$ cat src/rtl/arb_pkg.sv
package arb_pkg;

    typedef enum logic {
        POL_FIXED = 1'b0,
        POL_LRU   = 1'b1
    } arb_policy_e;

    localparam int ADDR_W = 32;
    localparam int DATA_W = 32;

    typedef struct packed {
        logic [ADDR_W-1:0] addr;
        logic [DATA_W-1:0] data;
    } bus_beat_t;

    localparam int BEAT_W = $bits(bus_beat_t);

    function automatic int idx_width(input int n);
        return (n > 1) ? $clog2(n) : 1;
    endfunction

endpackage

$ cat src/rtl/arb_fixed_pick.sv
module arb_fixed_pick #(
    parameter int N_MST = 8,
    parameter int IW    = 3
) (
    input  logic [N_MST-1:0] req,
    output logic             win_vld,
    output logic [IW-1:0]    win_idx
);
    // Scan from the top so that the lowest index is written last and wins.
    always_comb begin
        win_vld = 1'b0;
        win_idx = '0;
        for (int i = N_MST - 1; i >= 0; i--) begin
            if (req[i]) begin
                win_vld = 1'b1;
                win_idx = IW'(i);
            end
        end
    end
endmodule

$ cat src/rtl/arb_lru_pick.sv
module arb_lru_pick #(
    parameter int N_MST = 8,
    parameter int IW    = 3
) (
    input  logic             clk,
    input  logic             rst,
    input  logic [N_MST-1:0] req,
    input  logic             take,
    output logic             win_vld,
    output logic [IW-1:0]    win_idx
);
    // rank_q[0] holds the master that is served first.
    logic [IW-1:0] rank_q [N_MST];
    logic [IW-1:0] rank_n [N_MST];
    logic [IW-1:0] win_pos;

    always_comb begin
        win_vld = 1'b0;
        win_idx = '0;
        win_pos = '0;
        for (int p = N_MST - 1; p >= 0; p--) begin
            if (req[rank_q[p]]) begin
                win_vld = 1'b1;
                win_idx = rank_q[p];
                win_pos = IW'(p);
            end
        end
    end

    // On a grant, every entry below the winner moves up one slot
    // and the winner is placed in the last slot.
    for (genvar p = 0; p < N_MST; p++) begin : g_rank
        if (p < N_MST - 1) begin : g_mid
            assign rank_n[p] = (take && (IW'(p) >= win_pos)) ? rank_q[p+1] : rank_q[p];
        end else begin : g_last
            assign rank_n[p] = take ? win_idx : rank_q[p];
        end
    end

    always_ff @(posedge clk) begin
        if (rst) begin
            for (int p = 0; p < N_MST; p++) rank_q[p] <= IW'(p);
        end else begin
            for (int p = 0; p < N_MST; p++) rank_q[p] <= rank_n[p];
        end
    end
endmodule

$ cat src/rtl/bus_andor_combine.sv
module bus_andor_combine
    import arb_pkg::*;
#(
    parameter int N_MST = 8
) (
    input  bus_beat_t        beats [N_MST],
    input  logic [N_MST-1:0] sel,
    output bus_beat_t        merged
);
    // Each master is masked by its own select line; unselected ones add zero.
    always_comb begin
        merged = '0;
        for (int i = 0; i < N_MST; i++) begin
            merged = merged | (beats[i] & {BEAT_W{sel[i]}});
        end
    end
endmodule

$ cat src/rtl/bus_arbiter.sv
module bus_arbiter
    import arb_pkg::*;
#(
    parameter int          N_MST  = 8,
    parameter arb_policy_e POLICY = POL_FIXED
) (
    input  logic                      clk,
    input  logic                      rst,
    input  logic [N_MST-1:0]          req,
    input  logic [N_MST*ADDR_W-1:0]   m_addr,
    input  logic [N_MST*DATA_W-1:0]   m_data,
    output logic [N_MST-1:0]          grant,
    output logic [ADDR_W-1:0]         bus_addr,
    output logic [DATA_W-1:0]         bus_data
);
    localparam int IW = idx_width(N_MST);

    logic [N_MST-1:0] grant_q;
    logic             owner_keep;
    logic             issue;
    logic             win_vld;
    logic [IW-1:0]    win_idx;

    // The current owner keeps the bus for as long as its request is high.
    assign owner_keep = |(grant_q & req);
    assign issue      = !owner_keep && win_vld;

    if (POLICY == POL_FIXED) begin : g_fixed
        arb_fixed_pick #(.N_MST(N_MST), .IW(IW)) u_pick (
            .req     (req),
            .win_vld (win_vld),
            .win_idx (win_idx)
        );
    end else begin : g_lru
        arb_lru_pick #(.N_MST(N_MST), .IW(IW)) u_pick (
            .clk     (clk),
            .rst     (rst),
            .req     (req),
            .take    (issue),
            .win_vld (win_vld),
            .win_idx (win_idx)
        );
    end

    always_ff @(posedge clk) begin
        if (rst) begin
            grant_q <= '0;
        end else if (!owner_keep) begin
            grant_q <= '0;
            if (win_vld) grant_q[win_idx] <= 1'b1;
        end
    end

    assign grant = grant_q;

    bus_beat_t beats [N_MST];
    bus_beat_t merged;

    for (genvar i = 0; i < N_MST; i++) begin : g_beat
        assign beats[i].addr = m_addr[i*ADDR_W +: ADDR_W];
        assign beats[i].data = m_data[i*DATA_W +: DATA_W];
    end

    bus_andor_combine #(.N_MST(N_MST)) u_combine (
        .beats  (beats),
        .sel    (grant_q),
        .merged (merged)
    );

    assign bus_addr = merged.addr;
    assign bus_data = merged.data;
endmodule

$ cat config.mk
export PLATFORM = sky130hd
export DESIGN_NAME = bus_arbiter
export DESIGN_NICKNAME = d
export VERILOG_FILES = /design/src/rtl/arb_pkg.sv /design/src/rtl/arb_fixed_pick.sv /design/src/rtl/arb_lru_pick.sv /design/src/rtl/bus_andor_combine.sv /design/src/rtl/bus_arbiter.sv
export SDC_FILE = /design/constraint.sdc
export NUM_CORES = 1
export LEC_CHECK = 0
export ABC_AREA = 1
export BUFFER_PORTS_ARGS = -buffer_cell sky130_fd_sc_hd__clkbuf_2
export CORE_AREA = 4 4 232 234
export CTS_BUF_LIST = sky130_fd_sc_hd__clkbuf_8
export CTS_CLUSTER_DIAMETER = 30
export DETAILED_ROUTE_END_ITERATION = 8
export DIE_AREA = 0 0 236 238
export SYNTH_ARGS = -nofsm -noshare
export SYNTH_HDL_FRONTEND = slang
export SYNTH_SLANG_ARGS = --single-unit
$ cat constraint.sdc
create_clock -name clk -period 1.3 [get_ports clk]
set_clock_uncertainty 0.2 [all_clocks]
set_input_delay 0.13 -clock clk [delete_from_list [all_inputs] [get_ports clk]]
set_output_delay 0.13 -clock clk [all_outputs]
set_load 0.03 [all_outputs]
Yosys cells after proc, flatten, opt, wreduce, memory -nomap -nowiden. Cells that the tools add are included.

Bits in registers: 8. Input port bits: 522. Word-level logic and storage cells: 40.

Order comparisons: 2. Muxes and demuxes: 19. Bitwise logic cells: 16. Reduce and logical (&&, ||, !) cells: 2.

Operators with widths (count): $and A64 B64 Y64 (8); $or A64 B64 Y64 (7); $mux W3 (8); $mux W1 (9); $and A8 B8 Y8 (1); $mux W8 (1); $reduce_or A8 Y1 (1); $lt A3 B4 Y1 const B (1); $demux W1 S3 (1); $ge A3 B1 Y1 const B (1); $logic_and A1 B1 Y1 (1).

Logic depth before layout (Yosys ltp).
Depth in word-level cells: 13. Depth in mapped cells: 10.

By module. Synthesis repeated with hierarchy kept, for this count alone.

Cells, all modules: 1114. Area, all modules: 5117.4 sq um.

Modules (own cells, without submodules): bus_andor_combine (times used 1, cells an instance 1016, area each 4543.1 sq um); bus_arbiter (times used 1, cells an instance 76, area each 475.5 sq um); arb_fixed_pick (times used 1, cells an instance 22, area each 98.8 sq um).

Worst setup path before layout. No wires, ideal clock.

Path kind: flip-flop to output port. Start: register grant_q[3] (netlist: grant[3]). End: output port bus_addr[11]. Arrival time: 1438 ps. Required time: 970 ps. Path slack: -468 ps. Stages on the path, launching flop included: 6. Path buffers: 3. Cells stage by stage: dfxtp_1 buf_2 buf_4 buf_2 nand2_1 nand4_1.

Longest elaborated chain between the ends: 6.

RTL lines: from (decl) (line bus_arbiter.sv:18) `logic [N_MST-1:0] grant_q;`; from (signal assigned) (line bus_arbiter.sv:47) `grant_q <= '0;`; from (signal assigned) (line bus_arbiter.sv:49) `grant_q <= '0;`; from (signal, indexed assignment) (line bus_arbiter.sv:50) `if (win_vld) grant_q[win_idx] <= 1'b1;`; $and A64 B64 Y64 (line bus_andor_combine.sv:14) `merged = merged | (beats[i] & {BEAT_W{sel[i]}});`; $or A64 B64 Y64 (5 in a row) (line bus_andor_combine.sv:14); to (decl) (line bus_arbiter.sv:13) `output logic [ADDR_W-1:0] bus_addr,`.

Every way passes these cells.

Final worst setup path.
Start: register grant_q[7] (netlist: grant[7]). End: output port bus_data[3].

Longest elaborated chain between the ends: 2.

RTL lines: $and A64 B64 Y64 (line bus_andor_combine.sv:14); $or A64 B64 Y64 (line bus_andor_combine.sv:14); to (decl) (line bus_arbiter.sv:14) `output logic [DATA_W-1:0] bus_data`.

Every way passes these cells.

==> impl_metrics.tcl <==
set metrics [dict create \
    seq_area_frac_synth 0.0442 \
    path_cells "buf_12 > buf_6 > nand2_2 > nand3_4 > a221oi_2 > nand4_1 > clkbuf_8" \
    p_per_area_nw_per_um2 427 \
    die_x_um 236 \
    cp_num_buf_inv 3 \
    power.switching_mw 2.28 \
    clkPwrFrac 0.072 \
    synth_edf_count 0 \
    coreArea_sq_um 52000 \
    detailed_place_hpwl_mm 31.0 \
    grt_setup_unrepaired "true" \
    fillCellCount 5727 \
    drtPass1Iterations 5 \
    pin_count 594 \
    grt_usage 0.130 \
    gp_congestion 0.968 \
    drt_iter0_drc 377 \
    grt_pass1_vias 8465 \
    clk_pin_slew_worst_paths_ns 0.06 \
    cell_internal_pwr_mw 2.60 \
    grt_antenna_before_repair 2 \
    violations "setup timing" \
    largest_register_ffs 8 \
    syn_avg_cell_area_sq_um 5.39 \
    synth_top_area_share 0.373 \
    yosysTopAreaCell "nand2_1" \
    holdWs_ns 0.0177 \
    grt_max_degree 28 \
    fin_nets 1885 \
    avgViaCountPerCell 3.93 \
    root_buffer "clkbuf_8" \
    final_max_slew_viol_count 0 \
    period_share 1.55 \
    cpPeakStageDelay_ns 0.38 \
    hold_class "input port to register" \
    start_kind "register" \
    synth_top_cells_by_count "nand2_1, nand3_1, a221oi_1" \
    clock_latency_ns 0.24 \
    total_power_mw 4.88 \
    grt_pass1_wl_mm 55.2 \
    syn_nets 1195 \
    async_flop_share 0 \
    setup_slack_ns -0.714 \
    min_period_ns 2.01 \
    area_growth_pct 215 \
    clock.fmax_ghz 0.497 \
    combPwrFrac 0.871 \
    crit_path_end_kind "output port" \
    cp_top_family "buffers and inverters" \
    worstSetupPathType "register to output port" \
    syn-cell-area_sq_um 3630 \
    postRouteAntennaNets 0 \
    clock-sinks 8 \
    port_buffers 593 \
    rows 84 \
    timing.slew.headroom 0.788 \
    slowest_stage "dfxtp_4" \
    sw_frac_of_total 0.467 \
    status "finished, violations left" \
    arrival_ns 1.68 \
    cap_violations 0 \
    cts.path.max_buffers 2 \
    yosys_warnings 0 \
    syn-instance-count 673 \
    tightestPinTransition_ns 0.314 \
    gr-total-overflow 0 \
    yosysMostFrequentCell "nand2_1" \
    worst-path-max-fanout 7 \
    finalSetupViolCount 80 \
    wirelength_mm 40.8 \
    ir_worst_vdd_uv 341 \
    cts_tree "yes" \
    hold_viol_final 0 \
    synth.area.top_cells "nand2_1, a221oi_1, nand3_1, a221oi_2, a22o_1" \
    h-tree-depth 1 \
    leakage_nw 5.92 \
    p_seq_frac 0.057 \
    initial_utilization 0.0697 \
    ys.flop_type "dfxtp_1" \
    post-place-ws_ns -0.554 \
    num_vias 8047 \
    drcViolationCount 0 \
    drive_gt1_frac 0.744 \
    cts_made_buffers 3 \
    worstPathRequired_ns 0.97 \
    ys_ff_latch 8 \
    die_h_um 238 \
    ys_types 23 \
    wl_per_cell_um 19.9 \
    dieArea_sq_um 56200 \
]
-- cell families after synthesis --
family                 count (synthesis)  synth area share
AND/OR/NAND/NOR                      472             0.548
AO/OA/AOI/OAI                        128             0.315
flip-flops                             8            0.0442
buffers and inverters                 65            0.0931
-- cells in the final DEF (no fill, tap or decap), types with 8 or more instances in the layout --
cell	instances
a21oi_2	26
a221oi_2	49
a221oi_4	21
a22o_1	26
buf_12	38
buf_4	54
buf_6	40
buf_8	42
clkbuf_2	521
clkbuf_8	37
dfxtp_4	8
nand2_1	266
nand2_2	62
nand2_4	33
nand3_2	38
nand3_4	20
nand4_1	37
-- layer usage --
| layer | vias to the layer above | part of all wire | track usage |
|---|---|---|---|
| met4 | 0 | 0.031 | 0.0388 |
| met1 | 3707 | 0.40 | 0.159 |
| li1 | 3789 | - | - |
| met2 | 491 | 0.49 | 0.234 |
| met5 | - | 0 | 0 |
| met3 | 60 | 0.075 | 0.0235 |
-- power by group through the flow --
stage	clock (mW)	sequential [mW]	combinational (mW)
finish	0.351	0.279	4.25
global route	0.376	0.281	4.48
global placement	0	0.276	3.16
CTS	0.370	0.278	3.90
floorplan	0	0.278	1.52
detailed placement	0	0.275	3.16
-- per-stage QoR --
| stage | std cells | TNS (ns) | utilization | area [sq um] |
|---|---|---|---|---|
| after detailed placement | 1983 | -25.46 | 0.169 | 8790 |
| after global routing | 2049 | -47.54 | 0.220 | 11400 |
| after global placement | 1983 | -25.03 | 0.169 | 8790 |
| final | 2050 | -42.18 | 0.220 | 11400 |
| after floorplan | 673 | -14.71 | - | 4470 |
| after CTS | 2029 | -43.98 | 0.207 | 10800 |
-- final timing paths --
path	startpoint	end	slack (ns)	cells past startpoint
worst max-delay path	grant[7]	bus_data[3]	-0.71	7
worst min-delay path	req[2]	grant[3]	0.02	4
worst max register to register	grant[6]	grant[6]	-0.40	9
worst min register to register	grant[5]	grant[5]	0.53	3
-- what timing repair did --
item,CTS,global route
resized for setup,317,147
buffers inserted,31,23
gates cloned,10,2
endpoints found under the setup margin,80,80
endpoints found under the hold margin,3,0
pin swaps,72,59
hold buffers,2,0
-- worst reg2reg max path, cell delays in order (launching register included) --
cell	delay [ns]
dfxtp_4	0.38
buf_12	0.17
buf_8	0.14
nand2_4	0.06
nand2_4	0.05
nor2_4	0.15
nand2_4	0.13
buf_6	0.15
nand2_1	0.09
a21oi_4	0.07
-- final cells by class --
| class | count | area, sq um | area share |
|---|---|---|---|
| multi-input combinational | 600 | 4650 | 0.407 |
| antenna | 1 | 2.50 | 0.000219 |
| tap | 688 | 861 | 0.0752 |
| clock buffer | 3 | 41.3 | 0.00361 |
| inverter | 7 | 26.3 | 0.00230 |
| timing repair buffer | 743 | 5670 | 0.495 |
| sequential | 8 | 190 | 0.0166 |
Power figures use the tool's default switching activity.
